## src/rtl/irq_accept_pkg.sv

```systemverilog
package irq_accept_pkg;

  parameter int PC_W   = 32;
  parameter int INFO_W = 16;
  parameter int TYPE_W = 8;
  parameter int VEC_LSB = 4;

  // strobes from control to datapath
  typedef struct packed {
    logic accept;   // interrupt taken this cycle
    logic restore;  // handler return this cycle
  } irqStrobes_t;

endpackage

```

## src/rtl/irq_accept_ctrl.sv

```systemverilog
module irq_accept_ctrl
  import irq_accept_pkg::*;
(
  input  logic        clk,
  input  logic        rstN,
  input  logic        instrEnd,
  input  logic        intReq,
  input  logic        cmdEnable,
  input  logic        cmdDisable,
  input  logic        cmdReturn,
  output irqStrobes_t strobes,
  output logic        ieQ,
  output logic        ackQ
);

  logic acceptNow;
  logic ieNext;

  assign acceptNow = instrEnd & intReq & ieQ;

  always_comb begin
    strobes.accept  = acceptNow;
    strobes.restore = cmdReturn & ~acceptNow;
  end

  // priority: take > return > disable > enable
  always_comb begin
    ieNext = ieQ;
    if (acceptNow)       ieNext = 1'b0;
    else if (cmdReturn)  ieNext = 1'b1;
    else if (cmdDisable) ieNext = 1'b0;
    else if (cmdEnable)  ieNext = 1'b1;
  end

  always_ff @(posedge clk or negedge rstN) begin
    if (!rstN) begin
      ieQ  <= 1'b0;
      ackQ <= 1'b0;
    end else begin
      ieQ  <= ieNext;
      ackQ <= acceptNow;
    end
  end

  // acknowledge lasts a single cycle
  assert_ack_single_R2: assert property (@(posedge clk) disable iff (!rstN)
    ackQ |=> !ackQ);

  // acknowledge only follows a cycle with interrupts enabled
  assert_ack_needs_enable_R2: assert property (@(posedge clk) disable iff (!rstN)
    ackQ |-> $past(ieQ));

  // enable is off while acknowledging
  assert_ie_cleared_R6: assert property (@(posedge clk) disable iff (!rstN)
    ackQ |-> !ieQ);

  // simultaneous enable and disable with no take or return leaves it off
  assert_disable_wins_R11: assert property (@(posedge clk) disable iff (!rstN)
    (cmdEnable && cmdDisable && !cmdReturn && !acceptNow) |=> !ieQ);

endmodule

```

## src/rtl/irq_accept_dp.sv

```systemverilog
module irq_accept_dp
  import irq_accept_pkg::*;
#(
  parameter int PcW   = PC_W,
  parameter int InfoW = INFO_W,
  parameter int TypeW = TYPE_W,
  parameter int VecLsb = VEC_LSB
) (
  input  logic              clk,
  input  logic              rstN,
  input  irqStrobes_t       strobes,
  input  logic [PcW-1:0]    pcCur,
  input  logic [InfoW-1:0]  srcInfo,
  input  logic [TypeW-1:0]  srcType,
  output logic              pcLoad,
  output logic [PcW-1:0]    pcTarget,
  output logic [PcW-1:0]    savedPc,
  output logic [PcW-1:0]    intInfo
);

  localparam int VecMsb = VecLsb + TypeW - 1;

  logic [PcW-1:0] handlerVec;
  logic [PcW-1:0] infoExt;

  // handler address: type code in its field, zeros elsewhere
  genvar gi;
  generate
    for (gi = 0; gi < PcW; gi++) begin : g_vec
      if (gi >= VecLsb && gi <= VecMsb) begin : g_field
        assign handlerVec[gi] = srcType[gi-VecLsb];
      end else begin : g_zero
        assign handlerVec[gi] = 1'b0;
      end
    end
  endgenerate

  assign infoExt = {{(PcW-InfoW){1'b0}}, srcInfo};

  always_ff @(posedge clk or negedge rstN) begin
    if (!rstN) begin
      savedPc  <= '0;
      intInfo  <= '0;
      pcTarget <= '0;
      pcLoad   <= 1'b0;
    end else begin
      pcLoad <= strobes.accept | strobes.restore;
      if (strobes.accept) begin
        savedPc  <= pcCur;
        intInfo  <= infoExt;
        pcTarget <= handlerVec;
      end else if (strobes.restore) begin
        pcTarget <= savedPc;
      end
    end
  end

  // after a take the target has no bits outside the type field
  assert_vec_shape_R5: assert property (@(posedge clk) disable iff (!rstN)
    $past(strobes.accept) |-> (pcLoad && pcTarget[VecLsb-1:0] == '0
                               && pcTarget[PcW-1:VecMsb+1] == '0));

  // return reloads the previously saved PC
  assert_return_restores_R8: assert property (@(posedge clk) disable iff (!rstN)
    $past(strobes.restore) |-> (pcLoad && pcTarget == $past(savedPc)));

  // upper part of the cause word stays clear
  assert_info_zero_ext_R4: assert property (@(posedge clk) disable iff (!rstN)
    intInfo[PcW-1:InfoW] == '0);

  // saved state changes only after a take
  assert_saved_stable_R10: assert property (@(posedge clk) disable iff (!rstN)
    !$past(strobes.accept) |-> ($stable(savedPc) && $stable(intInfo)));

endmodule

```

## src/rtl/irq_accept_unit.sv

```systemverilog
module irq_accept_unit
  import irq_accept_pkg::*;
(
  input  logic        clk,
  input  logic        rstN,
  input  logic        instrEnd,
  input  logic        intReq,
  input  logic [15:0] srcInfo,
  input  logic [7:0]  srcType,
  input  logic [31:0] pcCur,
  input  logic        cmdEnable,
  input  logic        cmdDisable,
  input  logic        cmdReturn,
  output logic        intAck,
  output logic        intEnable,
  output logic        pcLoad,
  output logic [31:0] pcTarget,
  output logic [31:0] savedPc,
  output logic [31:0] intInfo
);

  irqStrobes_t strobes;

  irq_accept_ctrl u_ctrl (
    .clk        (clk),
    .rstN       (rstN),
    .instrEnd   (instrEnd),
    .intReq     (intReq),
    .cmdEnable  (cmdEnable),
    .cmdDisable (cmdDisable),
    .cmdReturn  (cmdReturn),
    .strobes    (strobes),
    .ieQ        (intEnable),
    .ackQ       (intAck)
  );

  irq_accept_dp #(
    .PcW    (32),
    .InfoW  (16),
    .TypeW  (8),
    .VecLsb (VEC_LSB)
  ) u_dp (
    .clk      (clk),
    .rstN     (rstN),
    .strobes  (strobes),
    .pcCur    (pcCur),
    .srcInfo  (srcInfo),
    .srcType  (srcType),
    .pcLoad   (pcLoad),
    .pcTarget (pcTarget),
    .savedPc  (savedPc),
    .intInfo  (intInfo)
  );

endmodule

```

## config.mk

```make
export PLATFORM = sky130hd
export DESIGN_NAME = irq_accept_unit
export DESIGN_NICKNAME = d
export VERILOG_FILES = /design/src/rtl/irq_accept_pkg.sv /design/src/rtl/irq_accept_ctrl.sv /design/src/rtl/irq_accept_dp.sv /design/src/rtl/irq_accept_unit.sv
export SDC_FILE = /design/constraint.sdc
export NUM_CORES = 1
export LEC_CHECK = 0
export ABC_CLOCK_PERIOD_IN_PS = 1600
export BUFFER_PORTS_ARGS = -buffer_cell sky130_fd_sc_hd__buf_2
export CAP_MARGIN = 20
export CORE_MARGIN = 1
export CORE_UTILIZATION = 30
export DETAILED_ROUTE_END_ITERATION = 10
export PLACE_DENSITY = 0.61
export SETUP_SLACK_MARGIN = 0.05
export SLEW_MARGIN = 0
export SYNTH_ARGS = -nofsm -noshare
export SYNTH_HDL_FRONTEND = slang
export SYNTH_SLANG_ARGS = --single-unit
```

## constraint.sdc

```tcl
create_clock -name clk -period 1.6 [get_ports clk]
set_clock_uncertainty 0.05 [all_clocks]
set_input_delay 0.08 -clock clk [delete_from_list [all_inputs] [get_ports clk]]
set_output_delay 0.08 -clock clk [all_outputs]
set_load 0.1 [all_outputs]
```

==> results of run 1 <==
-- cell families after synthesis --
family                 Yosys count
AOI/OAI and AO/OA               10
buffers and inverters           33
DFF                             83
muxes                           80
other                            1
and+or+nand+nor                 34
-- power by group through the flow --
stage,clock network [W],logic (W),registers (W)
final,0.00209,0.00511,0.00285
after detailed placement,0,0.00502,0.00288
after global placement,0,0.00499,0.00288
after CTS,0.00216,0.00512,0.00285
after global routing,0.00227,0.00524,0.00291
after floorplan,0,0.000866,0.00628
-- layer usage --
metal  vias up  share of wire (%)  GRT usage [%]
met4         0                1.3           4.53
li1       1212                  -              -
met1      1254                 45           18.4
met3         9                5.3           4.06
met5         -                  0              0
met2        88                 48           22.8
-- flip-flops by register name, indices dropped and copies added (netlist names) --
| name | count |
|---|---|
| u_dp.pcTarget | 32 |
| u_dp.savedPc | 32 |
| u_dp.intInfo | 16 |
| u_ctrl.ackQ | 1 |
| u_ctrl.ieQ | 1 |
| u_dp.pcLoad | 1 |
-- layout by cell type (no fill, tap or decap), types with 3 or more instances in the layout --
cell type	instances
nand4_1	8
buf_2	144
clkinv_4	3
mux2_4	33
dlygate4sd3_1	57
conb_1	16
dfrtp_1	82
clkbuf_16	9
nor2_1	24
mux2i_1	32
buf_4	6
o21ai_0	8
buf_12	4
mux2_2	15
-- path summary, 6_finish.rpt --
kind / from / to / slack, ps / cells after the start
min: cmdDisable / u_ctrl.ieQ$_DFFE_PN0P_ / -4 / 3
min reg2reg: u_dp.intInfo[1]$_DFFE_PN0P_ / u_dp.intInfo[1]$_DFFE_PN0P_ / 450 / 1
max reg2reg: u_ctrl.ieQ$_DFFE_PN0P_ / u_dp.savedPc[5]$_DFFE_PN0P_ / 200 / 3
min in group asynchronous: rstN / u_dp.savedPc[13]$_DFFE_PN0P_ / 100 / 2
max: u_ctrl.ieQ$_DFFE_PN0P_ / intEnable / 110 / 2
max in group asynchronous: rstN / u_dp.savedPc[4]$_DFFE_PN0P_ / 810 / 3
-- worst max-delay path: stages, from the launching register on --
cell and delay [ps]:
dfrtp_4 400, buf_4 180, buf_2 450
-- cell type report --
cell class	count	area, sq um	share of cell area [%]
Inverter	1	3.75	0.0716
Clock buffer	9	225	4.30
Multi-Input combinational cell	140	1260	24.0
Timing Repair Buffer	211	1420	27.0
Sequential cell	83	2080	39.7
Tap cell	143	179	3.41
Clock inverter	7	77.6	1.48
-- stage by stage --
stage	util [%]	hold WS [ps]	total power (W)	setup TNS (ps)	worst slack, ps
6_report	45.7	-4.47	0.0100	0	108
5_1_grt	45.7	34.9	0.0104	0	67.0
4_1_cts	45.7	7.69	0.0101	0	90.8
3_5_place_dp	38.1	-81.1	0.00790	0	205
3_3_place_gp	38.1	-83.2	0.00786	0	215
2_1_floorplan	-	-266	0.00715	-4100	-105
==> flow_summary.yaml, run 1 <==
worst_hold_path:
  hp-class: "in2reg"
power:
  peakVddDrop_v: 0.00109
  power.share.combinational_pct: 50.8
  clock_power_share_pct: 20.8
  switching_share_pct: 53.1
  p_leak_nw: 2.64
  intPower_w: 0.00471
  power.switching_w: 0.00533
  powerDensity_nw_per_um2: 1920
  pwr-share-seq_pct: 28.3
drt:
  route.vias.total: 2563
  dr.pass1.iters: 4
  wl_per_cell_microns: 13.8
  drt_iter0_markers: 72
  wirelength_mm: 8.20
  drc_errors: 0
  routed_via_density: 4.31
  ant_nets: 0
grt:
  grt_pass1_vias: 2658
  antenna_found_initial: 0
  grt_pass1_wl_mm: 13.7
  grt_max_degree: 46
  grt_overflow: 0
  grt.total_usage_pct: 14.2
cells_and_area:
  num_antenna_cells: 0
  n_fill_cell: 1049
  nets: 509
  syn_to_final_growth_pct: 48.4
  final_layout_size_suffix_gt1_share_pct: 49.0
  instances_no_fill: 594
  stdcell_area_sq_um: 5240
synthesis:
  yosys-top-cells-area: "dfrtp_1 59%, mux2_4 14%, mux2i_1 9.1%"
  synth.most_common_cell: "dfrtp_1"
  yosysTopAreaCell: "dfrtp_1"
  yosys-top-cells-count: "83 x dfrtp_1, 33 x mux2_4, 32 x mux2i_1"
  synthesis.area_sq_um: 3530
  ys_seq_elements: 83
  synth_cells: 241
  ys_seq_area_share_pct: 58.8
  ys_warn_count: 0
  ys.flop_type: "dfrtp_1"
  yosys-mux-area-fraction_pct: 27.9
  synth.avg_cell_area_sq_um: 14.7
  synthXorXnorAreaFrac_pct: 0
  synth_edf_count: 0
  synthSimpleGateAreaFrac_pct: 4.46
  synth_top_family_by_area: "multiplexers"
  synthAdderAreaFrac_pct: 0
  yosysUniqueCellTypes: 16
  synth_compound_area_share_pct: 1.49
  synthArstFlopShare_pct: 100
  synth_top_cell_area_share_pct: 58.8
cts:
  cts_resized: 0
  clock_sinks: 83
  cts_setup_buffers: 0
  cts_root_buf: "clkbuf_16"
  htreeDepth: 3
  clk_pin_slew_ps: 60
  cts_buffer_depth: 2
  clock_latency_ps: 330
  cts_buffers: 9
  cts_tree: "built"
  cts-hold-fix-buffers: 57
floorplan:
  fp.dieArea_sq_um: 12200
  die_w_microns: 110
  std_cell_rows: 39
  initial_core_util_pct: 30.8
  core_sq_um: 11500
  die_y_microns: 110
  pin_count: 162
sta:
  slew_violations: 0
  timing.final.crit_share_pct: 93.3
  whs_ps: -4.47
  hold_viol_final: 1
  setup_viol: 0
  post-route-min-period_ps: 1490
  grt_setup_unrepaired: "false"
  fmax_mhz: 670
placed_design:
  gp_congestion: 0.723
  dpl_cell_area_sq_um: 4370
  dp.cells: 521
  numPortBuffers: 145
  place_hpwl_mm: 5.33
worst_setup_path:
  worstPathArrival_ps: 1360
  crit_fanout: 10
  endpoint_kind: "output pin"
  crit_type: "reg2out"
  start_kind: "register"
  cp.required_ps: 1470
job:
  maxCapViolCount: 0
run_status:
  violations: "negative hold slack"
  status: "complete, but fails checks"
(Power assumes the default switching activity.)
==> run 2: changes to the inputs <==
--- a/config.mk
+++ b/config.mk
@@ -8,10 +8,13 @@
 export ABC_CLOCK_PERIOD_IN_PS = 1600
 export BUFFER_PORTS_ARGS = -buffer_cell sky130_fd_sc_hd__buf_2
 export CAP_MARGIN = 20
+export CELL_PAD_IN_SITES_DETAIL_PLACEMENT = 1
+export CELL_PAD_IN_SITES_GLOBAL_PLACEMENT = 2
 export CORE_MARGIN = 1
 export CORE_UTILIZATION = 30
 export DETAILED_ROUTE_END_ITERATION = 10
-export PLACE_DENSITY = 0.61
+export MAX_ROUTING_LAYER = met4
+export PLACE_DENSITY = 0.86
 export SETUP_SLACK_MARGIN = 0.05
 export SLEW_MARGIN = 0
 export SYNTH_ARGS = -nofsm -noshare
==> run 2 against run 1 <==
  * The flow now finishes without violations
  * Worst hold slack better by 6.1 ps
  * Routed wire length increased by 11%
  * Sequential cell count stayed put
  * Maximum frequency is 1.2% higher
  * Register-to-register slack got worse by 20 ps
  * Critical path depth unchanged
  * Final area is 0.57% lower
  * First-iteration DRC count is 9.7% higher
  * Sequential power is essentially flat
  * Critical path type unchanged
  * Critical endpoint unchanged
==> flow_summary.yaml, run 2 (synthesized netlist as in run 1, its figures left out) <==
floorplan:
  die_y_microns: 110
  initial_core_util_pct: 30.8
  fp.dieArea_sq_um: 12200
  std_cell_rows: 39
  die_w_microns: 110
  core_sq_um: 11500
  pin_count: 162
placed_design:
  numPortBuffers: 145
  gp_congestion: 0.716
  place_hpwl_mm: 5.93
worst_hold_path:
  hold_path_end: "u_dp.pcTarget[7]$_DFFE_PN0P_"
  hold_depth: 3
  hp-start: "srcType[3]"
  hp-class: "in2reg"
cells_and_area:
  postLayoutCoreUtil_pct: 45.4
  final_common_cell: "buf_2"
  nets: 505
  n_fill_cell: 1255
  mostFrequentLayoutCells: "144 x buf_2, 82 x dfrtp_1, 55 x dlygate4sd3_1"
  final_layout_size_suffix_gt1_share_pct: 48.7
  num_antenna_cells: 0
  syn_to_final_growth_pct: 47.6
  top_regs: "u_dp.pcTarget (32), u_dp.savedPc (32), u_dp.intInfo (16)"
drt:
  wl_per_cell_microns: 15.4
  routed_via_density: 4.38
  ant_nets: 0
  drt_iter0_markers: 79
  drc_errors: 0
  wirelength_mm: 9.07
  route.vias.total: 2579
  dr.pass1.iters: 4
power:
  powerDensity_nw_per_um2: 1950
  intPower_w: 0.00485
  switching_share_pct: 52.2
  p_leak_nw: 2.63
  power.switching_w: 0.00529
  clock_power_share_pct: 21.0
  power.share.combinational_pct: 50.7
  pwr-share-seq_pct: 28.3
  peakVddDrop_v: 0.000859
sta:
  setup_viol: 0
  relSlewSlack_pct: 65.8
  hold_viol_final: 0
  post-route-min-period_ps: 1470
  timing.final.crit_share_pct: 92.1
  whs_ps: 1.62
  tightestPinTransition_ps: 516
  fmax_mhz: 678
  slew_violations: 0
  grt_setup_unrepaired: "false"
cts:
  cts_buffers: 9
  cts_setup_buffers: 0
  cts_root_buf: "clkbuf_16"
  clock_sinks: 83
  cts_tree: "built"
  clk_pin_slew_ps: 60
  cts_buffer_depth: 2
  htreeDepth: 3
  clock_latency_ps: 320
grt:
  antenna_found_initial: 0
  grt_pass1_vias: 2951
  grt.total_usage_pct: 15.9
  grt_max_degree: 48
  grt_pass1_wl_mm: 15.0
  grt_overflow: 0
job:
  maxCapViolCount: 0
worst_setup_path:
  worstPathArrival_ps: 1340
  crit_type: "reg2out"
  reg2reg_slack_ps: 180
  crit_fanout: 10
  reg2reg_depth: 3
  endpoint_kind: "output pin"
  r2r-end: "u_dp.savedPc[27]$_DFFE_PN0P_"
  start_kind: "register"
  r2r-start: "u_ctrl.ieQ$_DFFE_PN0P_"
  cp.required_ps: 1470
run_status:
  status: "complete, no violations"
run 2: worst max path at each step:
stage / start / end / slack (ps) / cells after the start
6_report: u_ctrl.ieQ$_DFFE_PN0P_ / intEnable / 130 / 2
5_1_grt: u_ctrl.ieQ$_DFFE_PN0P_ / intEnable / 70 / 2
4_1_cts: u_ctrl.ieQ$_DFFE_PN0P_ / intEnable / 100 / 2
3_5_place_dp: u_ctrl.ieQ$_DFFE_PN0P_ / u_dp.intInfo[15]$_DFFE_PN0P_ / 180 / 3
3_3_place_gp: u_ctrl.ieQ$_DFFE_PN0P_ / u_dp.intInfo[1]$_DFFE_PN0P_ / 210 / 3
2_1_floorplan: u_ctrl.ieQ$_DFFE_PN0P_ / u_dp.savedPc[0]$_DFFE_PN0P_ / -100 / 5
run 2: power by group through the flow:
stage	Clock (W)	Sequential, W	Combinational (W)
finish	0.00213	0.00287	0.00513
global route	0.00229	0.00293	0.00527
CTS	0.00220	0.00287	0.00515
detailed placement	0	0.00289	0.00505
global placement	0	0.00287	0.00499
floorplan	0	0.00628	0.000866
run 2: area by class of cell:
class,instances,area [sq um],area share (%)
Timing Repair Buffer,207,1380,26.5
Clock buffer,10,229,4.39
Tap cell,143,179,3.43
Inverter,1,3.75,0.0720
Clock inverter,5,78.8,1.51
Multi-Input combinational cell,140,1260,24.1
Sequential cell,83,2080,39.9
run 2: critical path, stage by stage, from the launching register on:
cell	delay, ps
dfrtp_4	400
buf_4	170
buf_2	440
run 2: metrics by stage:
stage	setup WS (ps)	std cells	setup TNS, ps	area (sq um)	total power, W
after global placement	209	519	0	4350	0.00786
after global routing	71.7	589	0	5210	0.0105
after CTS	98.0	589	0	5210	0.0102
final	126	589	0	5210	0.0101
after floorplan	-105	256	-4100	3620	0.00715
after detailed placement	176	519	0	4350	0.00794
run 2: per-layer routing:
metal | routed length, microns | global-route usage, % | vias to the layer above
met4 | 189 | 6.76 | 0
met5 | 0 | - | -
li1 | - | - | 1195
met3 | 369 | 2.20 | 12
met1 | 3690 | 18.0 | 1283
met2 | 4830 | 28.0 | 89
run 2: what timing repair did:
action,in CTS,in global routing
hold buffers,55,0
gates resized for setup,0,0
hold endpoints to repair,137,0
